## src/rtl/sys_tick_pkg.sv

```systemverilog
package sys_tick_pkg;

    typedef enum logic [1:0] {
        REG_CTRL    = 2'd0,
        REG_RELOAD  = 2'd1,
        REG_CURRENT = 2'd2,
        REG_SPARE   = 2'd3
    } reg_sel_e;

    localparam int CTRL_EN_BIT   = 0;
    localparam int CTRL_IE_BIT   = 1;
    localparam int CTRL_FLAG_BIT = 16;

endpackage

```

## src/rtl/stt_down_count.sv

```systemverilog
module stt_down_count #(
    parameter int CNT_W = 24
) (
    input  logic             run,
    input  logic             clear,
    input  logic [CNT_W-1:0] cur,
    input  logic [CNT_W-1:0] reload,
    output logic [CNT_W-1:0] nxt,
    output logic             reach_zero
);

    localparam logic [CNT_W-1:0] ONE  = CNT_W'(1);
    localparam logic [CNT_W-1:0] ZERO = '0;

    always_comb begin
        nxt        = cur;
        reach_zero = 1'b0;
        if (clear) begin
            nxt = ZERO;
        end else if (run) begin
            if (cur == ZERO) begin
                nxt = reload;
            end else begin
                nxt        = cur - ONE;
                reach_zero = (cur == ONE);
            end
        end
    end

endmodule

```

## src/rtl/stt_bus_decode.sv

```systemverilog
module stt_bus_decode
    import sys_tick_pkg::*;
#(
    parameter int DATA_W = 32,
    parameter int CNT_W  = 24
) (
    input  logic              valid,
    input  logic              write,
    input  logic [1:0]        addr,
    input  logic              en,
    input  logic              ie,
    input  logic              flag,
    input  logic [CNT_W-1:0]  reload,
    input  logic [CNT_W-1:0]  cur,
    output logic              wr_ctrl,
    output logic              wr_reload,
    output logic              wr_cur,
    output logic              rd_ctrl,
    output logic [DATA_W-1:0] rdata
);

    localparam int PAD_W = DATA_W - CNT_W;

    logic [DATA_W-1:0] reload_ext;
    logic [DATA_W-1:0] cur_ext;
    logic [DATA_W-1:0] ctrl_word;
    reg_sel_e          sel;

    generate
        if (PAD_W > 0) begin : g_pad
            assign reload_ext = {{PAD_W{1'b0}}, reload};
            assign cur_ext    = {{PAD_W{1'b0}}, cur};
        end else begin : g_nopad
            assign reload_ext = reload[DATA_W-1:0];
            assign cur_ext    = cur[DATA_W-1:0];
        end
    endgenerate

    always_comb begin
        ctrl_word                = '0;
        ctrl_word[CTRL_EN_BIT]   = en;
        ctrl_word[CTRL_IE_BIT]   = ie;
        ctrl_word[CTRL_FLAG_BIT] = flag;
    end

    assign sel       = reg_sel_e'(addr);
    assign wr_ctrl   = valid &&  write && (sel == REG_CTRL);
    assign wr_reload = valid &&  write && (sel == REG_RELOAD);
    assign wr_cur    = valid &&  write && (sel == REG_CURRENT);
    assign rd_ctrl   = valid && !write && (sel == REG_CTRL);

    always_comb begin
        rdata = '0;
        if (valid && !write) begin
            unique case (sel)
                REG_CTRL:    rdata = ctrl_word;
                REG_RELOAD:  rdata = reload_ext;
                REG_CURRENT: rdata = cur_ext;
                default:     rdata = '0;
            endcase
        end
    end

endmodule

```

## src/rtl/sys_tick_timer.sv

```systemverilog
module sys_tick_timer
    import sys_tick_pkg::*;
#(
    parameter int DATA_W = 32,
    parameter int CNT_W  = 24
) (
    input  logic              clk,
    input  logic              rst_n,
    input  logic              halt,
    input  logic              bus_valid,
    input  logic              bus_write,
    input  logic [1:0]        bus_addr,
    input  logic [DATA_W-1:0] bus_wdata,
    output logic [DATA_W-1:0] bus_rdata,
    output logic              tick_req
);

    typedef struct packed {
        logic             en;
        logic             ie;
        logic             flag;
        logic             tick;
        logic [CNT_W-1:0] reload;
        logic [CNT_W-1:0] cur;
    } tick_state_t;

    tick_state_t      st_d, st_q;
    logic             wr_ctrl, wr_reload, wr_cur, rd_ctrl;
    logic             run;
    logic             reach_zero;
    logic [CNT_W-1:0] cnt_nxt;

    stt_bus_decode #(.DATA_W(DATA_W), .CNT_W(CNT_W)) dec_i (
        .valid     (bus_valid),
        .write     (bus_write),
        .addr      (bus_addr),
        .en        (st_q.en),
        .ie        (st_q.ie),
        .flag      (st_q.flag),
        .reload    (st_q.reload),
        .cur       (st_q.cur),
        .wr_ctrl   (wr_ctrl),
        .wr_reload (wr_reload),
        .wr_cur    (wr_cur),
        .rd_ctrl   (rd_ctrl),
        .rdata     (bus_rdata)
    );

    assign run = st_q.en && !halt;

    stt_down_count #(.CNT_W(CNT_W)) cnt_i (
        .run        (run),
        .clear      (wr_cur),
        .cur        (st_q.cur),
        .reload     (st_q.reload),
        .nxt        (cnt_nxt),
        .reach_zero (reach_zero)
    );

    always_comb begin
        st_d      = st_q;
        st_d.tick = 1'b0;
        st_d.cur  = cnt_nxt;
        if (wr_ctrl) begin
            st_d.en = bus_wdata[CTRL_EN_BIT];
            st_d.ie = bus_wdata[CTRL_IE_BIT];
        end
        if (wr_reload) begin
            st_d.reload = bus_wdata[CNT_W-1:0];
        end
        if (rd_ctrl) begin
            st_d.flag = 1'b0;
        end
        if (wr_cur) begin
            st_d.flag = 1'b0;
        end else if (reach_zero) begin
            st_d.flag = 1'b1;
            st_d.tick = st_q.ie;
        end
    end

    always_ff @(posedge clk or negedge rst_n) begin
        if (!rst_n) begin
            st_q <= '0;
        end else begin
            st_q <= st_d;
        end
    end

    assign tick_req = st_q.tick;

endmodule

```

## config.mk

```make
export PLATFORM = sky130hd
export DESIGN_NAME = sys_tick_timer
export DESIGN_NICKNAME = d
export VERILOG_FILES = /design/src/rtl/sys_tick_pkg.sv /design/src/rtl/stt_down_count.sv /design/src/rtl/stt_bus_decode.sv /design/src/rtl/sys_tick_timer.sv
export SDC_FILE = /design/constraint.sdc
export NUM_CORES = 1
export LEC_CHECK = 0
export BUFFER_PORTS_ARGS = -buffer_cell sky130_fd_sc_hd__buf_4
export CAP_MARGIN = 20
export CORE_MARGIN = 2
export CORE_UTILIZATION = 55
export CTS_CLUSTER_DIAMETER = 120
export DETAILED_ROUTE_END_ITERATION = 10
export GPL_TIMING_DRIVEN = 1
export PLACE_DENSITY = 0.85
export SETUP_SLACK_MARGIN = 0.3
export SKIP_LAST_GASP = 1
export SYNTH_ARGS = -nofsm -noshare
export SYNTH_HDL_FRONTEND = slang
export SYNTH_SLANG_ARGS = --single-unit
export TNS_END_PERCENT = 30
```

## constraint.sdc

```tcl
create_clock -name clk -period 3.38 [get_ports clk]
set_input_delay 0.507 -clock clk [delete_from_list [all_inputs] [get_ports clk]]
set_output_delay 0.507 -clock clk [all_outputs]
set_load 0.01 [all_outputs]
```

==> out/results.txt, run 1 <==
Status: finished, final reports clean
Peak VDD IR: 365 uV
Final Cycle Share: 84.2%
DR iter-0 viols: 338
Register area: 1300 sq um
Seq cells post-synth: 52
Post-synth ARST share: 100%
YS warnings: 0
Largest net degree at the start of global routing: 53
Die Height: 80.7 microns
Multi-input gate area: 1750 sq um
Share of post-route cells with drive strength above 1: 25.8%
Layout Skew: 0.00700 ns
Fmax: 0.351 GHz
Worst-Margin Slew: 0.718 ns
I/O pins: 72
Global placement routability congestion: 0.970
Nets: 441
RSZ-0062 raised after global routing: no
Slew margin rel.: 51.9%
Vias per Instance: 6.58
Final Hold Vio Count: 0
DRC violations left: 0
Leak: 1.64 nW
Post-CTS sizing: 0
TritonCTS clock tree: yes
Most common cell type on the critical path: a211oi_1
FF-to-FF Start: st_q[16]$_DFFE_PN0P_
WP data arrival: 3.08 ns
Tmin final: 2.85 ns
WL final: 8780 microns
Syn avg cell area: 9.13 sq um
Post-synth EDFFs: 0
Startpoint type of the worst setup path: flop
Syn-to-layout area delta: 16.0%
Max Slew Vio Count: 0
Crit path launch: st_q[16]$_DFFE_PN0P_
Pwr Density: 561 nW/um^2
Sequential area share after synthesis: 40.3%
Starting density of the core: 58.0%
Postcts setup bufs: 0
DIE WIDTH: 80.7 microns
Most used DFF post-synth: dfrtp_1
Port bufs: 55
Worst Setup End Kind: flop
Post-detail-place hpwl: 6080 microns
Worst hold margin: 0.223 ns
Vias after detailed routing: 3101
Root buf cell: clkbuf_8
Vias in the first global route: 2939
First-pass GRT wire length: 14600 microns
CTS H-tree lvls: 2
Commonest cells in the netlist: 52 x dfrtp_1, 42 x nor2_1, 26 x mux2_2
Antenna-violating nets left: 0
Endpoints failing setup: 0
Yosys top cell area share: 40.3%
Synth Instances: 354
Total GRT Usage: 29.1%
Setup Crit Path Kind: flop to flop
Largest stage delay on the critical path: 0.65 ns
Clock sinks: 52
CP max FO: 10
Synthesized cell area: 3230 sq um
Synth top area cells: dfrtp_1 40%, mux2_2 9.1%, a22oi_1 4.9%
Yosys cell types: 52
Area leader, netlist: dfrtp_1
Pre-antenna DRT Iters: 5
CTS Hold Buffers Added: 0
Routed wire per std cell: 18.6 microns
Most common cell in the synthesized netlist: dfrtp_1
R2r setup slk: 0.53 ns
Fillers: 474
Die area: 6510 sq um
Max Root-Sink Buffers: 2
Crit-path slowest cell: or4_1
CTS buffer count: 5
# rows: 27
Worst path required time: 3.61 ns
Clock-pin transition on the worst setup and hold timing paths: 0.09 ns
TNS Setup: 0 ns
Worst skew pair latency: 0.32 ns
Worst-path cell chain: or4_1 -> or4_4 -> nor2_1 -> a211oi_1 -> a211oi_1
Hold Crit Class: primary input to async pin
Total gr overflow: 0
Max_cap viols: 0
# diodes: 0
Core outline area: 5570 sq um
Initial antenna violation count: 0
-- where the power goes --
part           total (mW)  internal [mW]  switching (mW)
sequential          0.963          0.769           0.194
combinational       0.791          0.349           0.442
clock               0.347          0.141           0.206
total                2.10           1.26           0.841
-- worst paths after layout --
check | to | cells past startpoint
setup / recovery | st_q[0]$_DFFE_PN0P_ | 5
hold / removal | st_q[27]$_DFFE_PN0P_ | 1
setup reg to reg | st_q[0]$_DFFE_PN0P_ | 5
hold reg to reg | st_q[49]$_DFFE_PN0P_ | 1
max in group asynchronous | st_q[43]$_DFFE_PN0P_ | 1
min in group clk | st_q[32]$_DFFE_PN0P_ | 2
-- worst max-delay path: cells and delay by family, from the launching register on --
family | cells | cell delay (ns)
compound gates | 2 | 0.41
flops | 1 | 0.47
simple gates | 3 | 1.88
-- state kept, by name, summed over array words and instances, names as in the netlist --
| signal | count |
|---|---|
| tick_req | 1 |
| st_q | 51 |
-- routing by layer --
| layer | routed length [microns] | global-route usage (%) | vias up |
|---|---|---|---|
| met1 | 3520 | 40.0 | 1484 |
| met3 | 872 | 4.72 | 29 |
| met4 | 214 | 10.2 | 0 |
| met2 | 4180 | 46.5 | 196 |
| li1 | - | - | 1392 |
| met5 | 0 | 0 | - |
-- final cells by class --
cell class                      count  area share (%)
Multi-Input combinational cell    267            46.8
Sequential cell                    52            34.7
Timing Repair Buffer               67            13.4
Tap cell                           72            2.40
Clock buffer                        6            1.94
Inverter                            6           0.601
Clock inverter                      1           0.134
-- placed cells by master, fill, tap and decap left out, drive strengths merged, types with 3 or more instances in the layout --
master,instances
nand4,4
conb,8
a211oi,4
and3,5
mux2,26
nand3,14
o41ai,3
clkbuf,6
mux2i,10
o21ai,24
xnor2,3
nor4,3
nor2,42
dfrtp,52
ha,3
nand2,16
or3,8
nor3,11
o311ai,5
inv,6
or4,5
a21oi,14
nor2b,4
a22oi,21
o211ai,8
buf,67
-- metrics by stage --
step                      utilization (%)  instances  total power, mW  setup WS, ns  area [sq um]
final                                67.2        471             2.10         0.535          3750
after global routing                 67.2        471             2.22         0.475          3750
after CTS                            67.2        471             2.08         0.632          3750
after detailed placement             65.8        464             1.74         0.674          3670
after global placement               65.8        464             1.69         0.726          3670
after floorplan                         -        361             1.49         0.832          3260
-- logic make-up (layout without fill, tap and decap cells) --
group | after synthesis | count (layout) | share of synthesized area, %
muxes | 36 | 36 | 12.2
AOI/OAI and AO/OA | 96 | 96 | 20.3
and+or+nand+nor | 121 | 121 | 18.9
xor gates and xnor gates | 3 | 3 | 0.813
other | 1 | 8 | 0.116
adders and majority gates | 3 | 3 | 1.16
buffers and inverters | 42 | 80 | 6.31
DFF | 52 | 52 | 40.3
Note: power is estimated with default switching activity, not from simulation.
==> run 2, diff against run 1 <==
--- a/config.mk
+++ b/config.mk
@@ -8,11 +8,11 @@
 export BUFFER_PORTS_ARGS = -buffer_cell sky130_fd_sc_hd__buf_4
 export CAP_MARGIN = 20
 export CORE_MARGIN = 2
-export CORE_UTILIZATION = 55
+export CORE_UTILIZATION = 49
 export CTS_CLUSTER_DIAMETER = 120
 export DETAILED_ROUTE_END_ITERATION = 10
 export GPL_TIMING_DRIVEN = 1
-export PLACE_DENSITY = 0.85
+export PLACE_DENSITY = 0.8
 export SETUP_SLACK_MARGIN = 0.3
 export SKIP_LAST_GASP = 1
 export SYNTH_ARGS = -nofsm -noshare
==> constraint.sdc (replaced) <==
create_clock -name clk -period 2.6 [get_ports clk]
set_input_delay 0.39 -clock clk [delete_from_list [all_inputs] [get_ports clk]]
set_output_delay 0.39 -clock clk [all_outputs]
set_load 0.01 [all_outputs]
==> out/results.txt, run 2 (synthesis gave the netlist of run 1 again) <==
Status: finished, final reports clean
Endpoints failing setup: 0 (unchanged)
Nets: 468 (+6.1%)
Post-detail-place hpwl: 6310 microns (+3.8%)
CTS Hold Buffers Added: 0 (unchanged)
Final Hold Vio Count: 0 (unchanged)
PnR worst setup slack: 0.231 ns (-0.304 ns)
Core outline area: 6350 sq um (+14%)
Die Height: 85.2 microns (+5.7%)
Most Used Layer, Global Route: met2
GR Layer Usage met3: 4.28% (-0.44 points)
Worst path bufs/invs: 2 (+2)
Final Cycle Share: 91.1% (+6.9 points)
Placed cell count: 485 (+4.5%)
Fmax: 0.422 GHz (+20%)
Syn-to-layout area delta: 25.4%
Vias in the first global route: 2835 (-3.5%)
Most frequent cells in the layout: 91 x buf_4, 52 x dfrtp_1, 40 x nor2_1
WP data arrival: 2.56 ns (-0.52 ns)
Sequential share of power: 41.8% (-4.0 points)
DP Area: 3810 sq um (+3.8%)
Startpoint type of the worst setup path: flop
Starting density of the core: 50.9% (-7.1 points)
Commonest non-fill, non-tap cell in the layout: buf_4
TritonCTS clock tree: yes
Largest stage delay on the critical path: 0.54 ns (-0.11 ns)
Vias after detailed routing: 3133 (+1.0%)
Post-Layout Cell Count: 504 (+7.0%)
Gate power share: 41.9% (+4.3 points)
Leak: 1.79 nW (+9.3%)
Pre-antenna DRT Iters: 6 (+1)
Die area: 7260 sq um (+12%)
Setup Crit Path Kind: flop to flop
I/O pins: 72 (unchanged)
# rows: 29 (+7.4%)
# diodes: 0 (unchanged)
CTS buffer count: 5 (unchanged)
Worst slack, placed: 0.155 ns (-0.519 ns)
Pwr Density: 734 nW/um^2 (+31%)
Clock-pin transition on the worst setup and hold timing paths: 0.10 ns (about the same)
Slew margin rel.: 55.2% (+3.3 points)
Share of post-route cells with drive strength above 1: 34.2% (+8.4 points)
Clock Power Share: 16.3% (-0.2 points)
R2r setup slk: 0.23 ns (-0.30 ns)
Peak VDD IR: 430 uV (+18%)
Tmin final: 2.37 ns (-0.476 ns)
Delay-heaviest family, CP: simple AND/OR/NAND/NOR gates
Met2 Usage GRT: 39.6% (-6.9 points)
DRC violations left: 0 (unchanged)
Worst skew pair latency: 0.31 ns (about the same)
Worst-Margin Slew: 0.672 ns (-0.0463 ns)
Layout Skew: 0.0108 ns (+0.00385 ns)
Crit-path slowest cell: or4_4
DR iter-0 viols: 314 (-7.1%)
Max Slew Vio Count: 0 (unchanged)
Antenna-violating nets left: 0 (unchanged)
Met1 Use GR: 38.2% (-1.8 points)
Internal: 1.81 mW (+43%)
Hold Crit Class: primary input to async pin
Final Cell Area: 4050 sq um (+8.1%)
Worst path required time: 2.79 ns (-0.82 ns)
Routed wire per std cell: 18.9 microns (+1.4%)
CP max FO: 5 (-5)
DIE WIDTH: 85.2 microns (+5.7%)
Total GRT Usage: 25.8% (-3.3 points)
Root buf cell: clkbuf_8
Worst hold margin: 0.117 ns (-0.106 ns)
Initial antenna violation count: 0 (unchanged)
WL final: 9520 microns (+8.5%)
Max_cap viols: 0 (unchanged)
Most flop-heavy register: st_q
Vias per Instance: 6.22 (-5.6%)
Total gr overflow: 0 (unchanged)
Worst-path cell chain: or4_4 -> or4_4 -> buf_4 -> buf_4 -> o211ai_1 -> a21boi_2 -> o21ai_0
Total Power: 2.97 mW (+42%)
Util after Layout: 63.8% (-3.4 points)
CTS H-tree lvls: 2 (unchanged)
Port bufs: 55 (unchanged)
Clock sinks: 52 (unchanged)
TNS Setup: 0 ns (unchanged)
Net Sw Frac: 39.3% (-0.73 points)
Worst Setup End Kind: flop
Max Root-Sink Buffers: 2 (unchanged)
Global placement routability congestion: 0.950 (-2.1%)
Largest net degree at the start of global routing: 53 (unchanged)
First-pass GRT wire length: 14800 microns (+2.0%)
NetSw: 1.17 mW (+39%)
RSZ-0062 raised after global routing: yes
Max FFs per register: 51 (unchanged)
run 2: cell types whose count changed in the layout (fill, tap and decap cells not counted), sizes merged:
cell	delta
or3	+1
clkinv	+1
buf	+26
run 2: worst reg2reg max path, delay by kind of cell, from the launching register on:
family	cells	cell delay [ns]
simple gates	2	1.08
flops	1	0.39
buf+inv	2	0.33
compound gates	3	0.45
run 2: worst paths after layout:
path / startpoint / end / cells after the start
setup / recovery: st_q[18]$_DFFE_PN0P_ / st_q[9]$_DFFE_PN0P_ / 7
hold / removal: rst_n / st_q[26]$_DFFE_PN0P_ / 1
setup reg to reg: st_q[18]$_DFFE_PN0P_ / st_q[9]$_DFFE_PN0P_ / 7
hold reg to reg: st_q[49]$_DFFE_PN0P_ / st_q[49]$_DFFE_PN0P_ / 1
max in group asynchronous: rst_n / st_q[4]$_DFFE_PN0P_ / 1
min in group clk: bus_wdata[9] / st_q[33]$_DFFE_PN0P_ / 2
run 2: area by class of cell:
type                    count  area, sq um
well taps                  77         96.3
clock inverters             2         10.0
flip-flops and latches     52         1300
inverters                   6         22.5
clock buffers               6         82.6
repair buffers             93          714
fillers                   567         2300
multi-input cells         268         1820
run 2: power groups by stage:
stage	logic [mW]	clock network, mW	registers (mW)
floorplan	0.782	0	1.16
global placement	1.07	0	1.22
detailed placement	1.10	0	1.23
CTS	1.17	0.495	1.22
global route	1.36	0.526	1.27
finish	1.25	0.484	1.24
run 2: repair_timing:
item                       4_1_cts  5_1_grt
buffers inserted                 3        7
pin swaps                        5        5
setup endpoints to repair       13       22
gates cloned                     1        0
gates resized for setup          6       14
run 2: metal layers:
metal	routed length [microns]	vias up
met5	0	-
met4	109	0
met3	785	12
met2	4500	150
met1	4130	1522
li1	-	1449
==> run 3, diff against run 2 <==
--- a/config.mk
+++ b/config.mk
@@ -8,14 +8,16 @@
 export BUFFER_PORTS_ARGS = -buffer_cell sky130_fd_sc_hd__buf_4
 export CAP_MARGIN = 20
 export CORE_MARGIN = 2
-export CORE_UTILIZATION = 49
+export CORE_UTILIZATION = 50
 export CTS_CLUSTER_DIAMETER = 120
 export DETAILED_ROUTE_END_ITERATION = 10
 export GPL_TIMING_DRIVEN = 1
-export PLACE_DENSITY = 0.8
+export MAX_ROUTING_LAYER = met4
+export PLACE_DENSITY = 0.81
 export SETUP_SLACK_MARGIN = 0.3
 export SKIP_LAST_GASP = 1
 export SYNTH_ARGS = -nofsm -noshare
 export SYNTH_HDL_FRONTEND = slang
+export SYNTH_HIERARCHICAL = 1
 export SYNTH_SLANG_ARGS = --single-unit
 export TNS_END_PERCENT = 30
==> out/results.txt, run 3 <==
Postcts setup bufs: 0 (-3)
Post-detail-place hpwl: 5670 microns (-10%)
CTS H-tree lvls: 2 (unchanged)
Root buf cell: clkbuf_8
Multi-input gate area: 1840 sq um (+0.82%)
Vias after detailed routing: 2926 (-6.6%)
Port bufs: 55 (unchanged)
Status: finished, final reports clean
Share of post-route cells with drive strength above 1: 30.8% (-3.4 points)
CP max FO: 22 (+17)
Max_cap viols: 0 (unchanged)
Antenna-violating nets left: 0 (unchanged)
CTS Hold Buffers Added: 0 (unchanged)
Die Height: 86.3 microns (+1.3%)
DIE WIDTH: 86.3 microns (+1.3%)
Endpoints failing setup: 0 (unchanged)
Commonest non-fill, non-tap cell in the layout: buf_4
# diodes: 0 (unchanged)
Core outline area: 6680 sq um (+5.2%)
Total gr overflow: 0 (unchanged)
Seq cells post-synth: 52 (unchanged)
Syn-to-layout area delta: 16.7%
Worst Setup End Kind: flop
Total GRT Usage: 23.4% (-2.3 points)
Pwr Density: 602 nW/um^2 (-18%)
Pre-antenna DRT Iters: 4 (-2)
Synth Instances: 345 (-2.5%)
YS warnings: 6 (+6)
Commonest cells in the netlist: 52 x dfrtp_1, 42 x nor2_1, 22 x a22oi_1
Worst skew pair latency: 0.31 ns (about the same)
Routed wire per std cell: 17.3 microns (-8.2%)
Syn avg cell area: 9.82 sq um (+7.6%)
I/O pins: 72 (unchanged)
TNS Setup: 0 ns (unchanged)
# rows: 30 (+3.4%)
Post-synth ARST share: 100% (unchanged)
Clock-pin transition on the worst setup and hold timing paths: 0.10 ns (about the same)
Most used DFF post-synth: dfrtp_1
Sequential area share after synthesis: 38.4% (-1.9 points)
Final Hold Vio Count: 0 (unchanged)
Worst-Margin Slew: 0.682 ns (+0.0103 ns)
Final Cell Area: 3960 sq um (-2.3%)
Starting density of the core: 50.7% (-0.17 points)
Post-synth EDFFs: 0 (unchanged)
Initial antenna violation count: 0 (unchanged)
Yosys top cell area share: 38.4% (-1.9 points)
Max FFs per register: 51 (unchanged)
Area leader, netlist: dfrtp_1
Hold Crit Class: primary input to async pin
Fillers: 584 (+3.0%)
Clock sinks: 52 (unchanged)
RSZ-0062 raised after global routing: yes
Leak: 1.73 nW (-3.4%)
WP data arrival: 2.37 ns (-0.19 ns)
CTS buffer count: 5 (unchanged)
Largest net degree at the start of global routing: 53 (unchanged)
Tmin final: 2.20 ns (-0.166 ns)
Most flop-heavy register: st_q
Synthesized cell area: 3390 sq um (+4.9%)
Fmax: 0.454 GHz (+7.5%)
Worst path required time: 2.77 ns (-0.02 ns)
TritonCTS clock tree: yes
Setup Crit Path Kind: flop to flop
DR iter-0 viols: 354 (+13%)
Vias in the first global route: 2760 (-2.6%)
WL final: 8310 microns (-13%)
Register area: 1300 sq um (unchanged)
Synth top area cells: dfrtp_1 38%, mux2_4 8.9%, a22oi_1 4.9%
Global placement routability congestion: 0.892 (-6.1%)
Max Root-Sink Buffers: 2 (unchanged)
Final Cycle Share: 84.7% (-6.4 points)
DRC violations left: 0 (unchanged)
Vias per Instance: 6.11 (-1.7%)
Slew margin rel.: 54.5% (-0.69 points)
DP Area: 3810 sq um (about the same)
Nets: 440 (-6.0%)
Most common cell in the synthesized netlist: dfrtp_1
Startpoint type of the worst setup path: flop
Max Slew Vio Count: 0 (unchanged)
First-pass GRT wire length: 13600 microns (-8.2%)
Die area: 7450 sq um (+2.6%)
Yosys cell types: 54 (+3.8%)
Most frequent cells in the layout: 72 x buf_4, 52 x dfrtp_1, 41 x nor2_1
Layout Skew: 0.0103 ns (-0.000538 ns)
Peak VDD IR: 319 uV (-26%)
==> run 3: changes by cell type in the layout (fill, tap and decap cells not counted), moves of 5 or more <==
cell,delta
o211ai_1,-8
nand4_1,+5
mux2_2,-18
mux2_4,+20
a2bb2oi_1,+5
o21ai_0,-10
o21ai_1,-7
nor3_2,-5
inv_1,+6
mux2i_1,-6
or3_1,-5
buf_4,-19
==> run 3: cells by family (layout without fill, tap and decap cells) <==
group | after synthesis | in the layout | share of synthesized area [%]
AO/OA/AOI/OAI | 82 | 82 | 18.1
adder cells (fa/ha/maj) | 3 | 3 | 1.11
buffers and inverters | 46 | 93 | 8.86
flip-flops | 52 | 52 | 38.4
multiplexers | 31 | 31 | 12.4
other | 1 | 8 | 0.111
AND/OR/NAND/NOR | 130 | 130 | 21.1
==> run 3: metrics by stage <==
step | total power, mW | hold slack [ns] | setup WS, ns | instances | util (%)
global route | 2.51 | 0.165 | 0.245 | 479 | 59.2
detailed placement | 1.77 | 0.476 | 0.246 | 471 | 57.0
floorplan | 1.56 | 0.0944 | 0.535 | 352 | -
finish | 2.38 | 0.0957 | 0.397 | 479 | 59.2
global placement | 1.74 | 0.470 | 0.364 | 471 | 57.0
CTS | 2.38 | 0.131 | 0.365 | 479 | 58.9
==> run 3: routing by layer <==
metal | share of wire (%) | GRT usage, %
met1 | 45 | 32.4
met2 | 49 | 36.4
met3 | 5.3 | 3.62
met4 | 1.2 | 5.97
met5 | 0 | -
==> run 3: worst max-delay path: stages, from the launching register on <==
cell and delay (ns):
dfrtp_1 0.52, inv_1 0.11, ha_1 0.22, nand3_1 0.15, or2_4 0.22, buf_4 0.28
o2bb2ai_1 0.10, a2111oi_0 0.45
==> run 3: path summary, 6_finish.rpt <==
kind / startpoint / to / slack, ns / cells after the start
max: st_q[0]$_DFF_PN0_ / st_q[7]$_DFF_PN0_ / 0.40 / 7
min: rst_n / st_q[27]$_DFFE_PN0P_ / 0.1 / 1
max reg2reg: st_q[0]$_DFF_PN0_ / st_q[7]$_DFF_PN0_ / 0.40 / 7
min reg2reg: st_q[51]$_DFFE_PN0P_ / st_q[51]$_DFFE_PN0P_ / 0.53 / 1
max in group asynchronous: rst_n / st_q[44]$_DFFE_PN0P_ / 2.02 / 1
min in group clk: bus_wdata[3] / st_q[27]$_DFFE_PN0P_ / 0.30 / 2
==> run 3: cell type report <==
cell class                 count  area share [%]
clock inverter                 1           0.759
timing repair buffer          72            13.7
tap                           80            2.53
multi-input combinational    254            46.5
sequential                    52            32.9
inverter                      13            1.23
clock buffer                   7            2.44
==> run 3: where the power goes <==
part           internal, mW  switching, mW
combinational         0.332          0.304
clock                 0.340          0.271
sequential            0.949          0.187
total                  1.62          0.761
==> run 3: timing repair <==
item / CTS / global route
resized for setup: 1 / 4
pin swaps: 0 / 1
gates cloned: 0 / 0
setup endpoints to repair: 1 / 14
hold endpoints to repair: 0 / 0
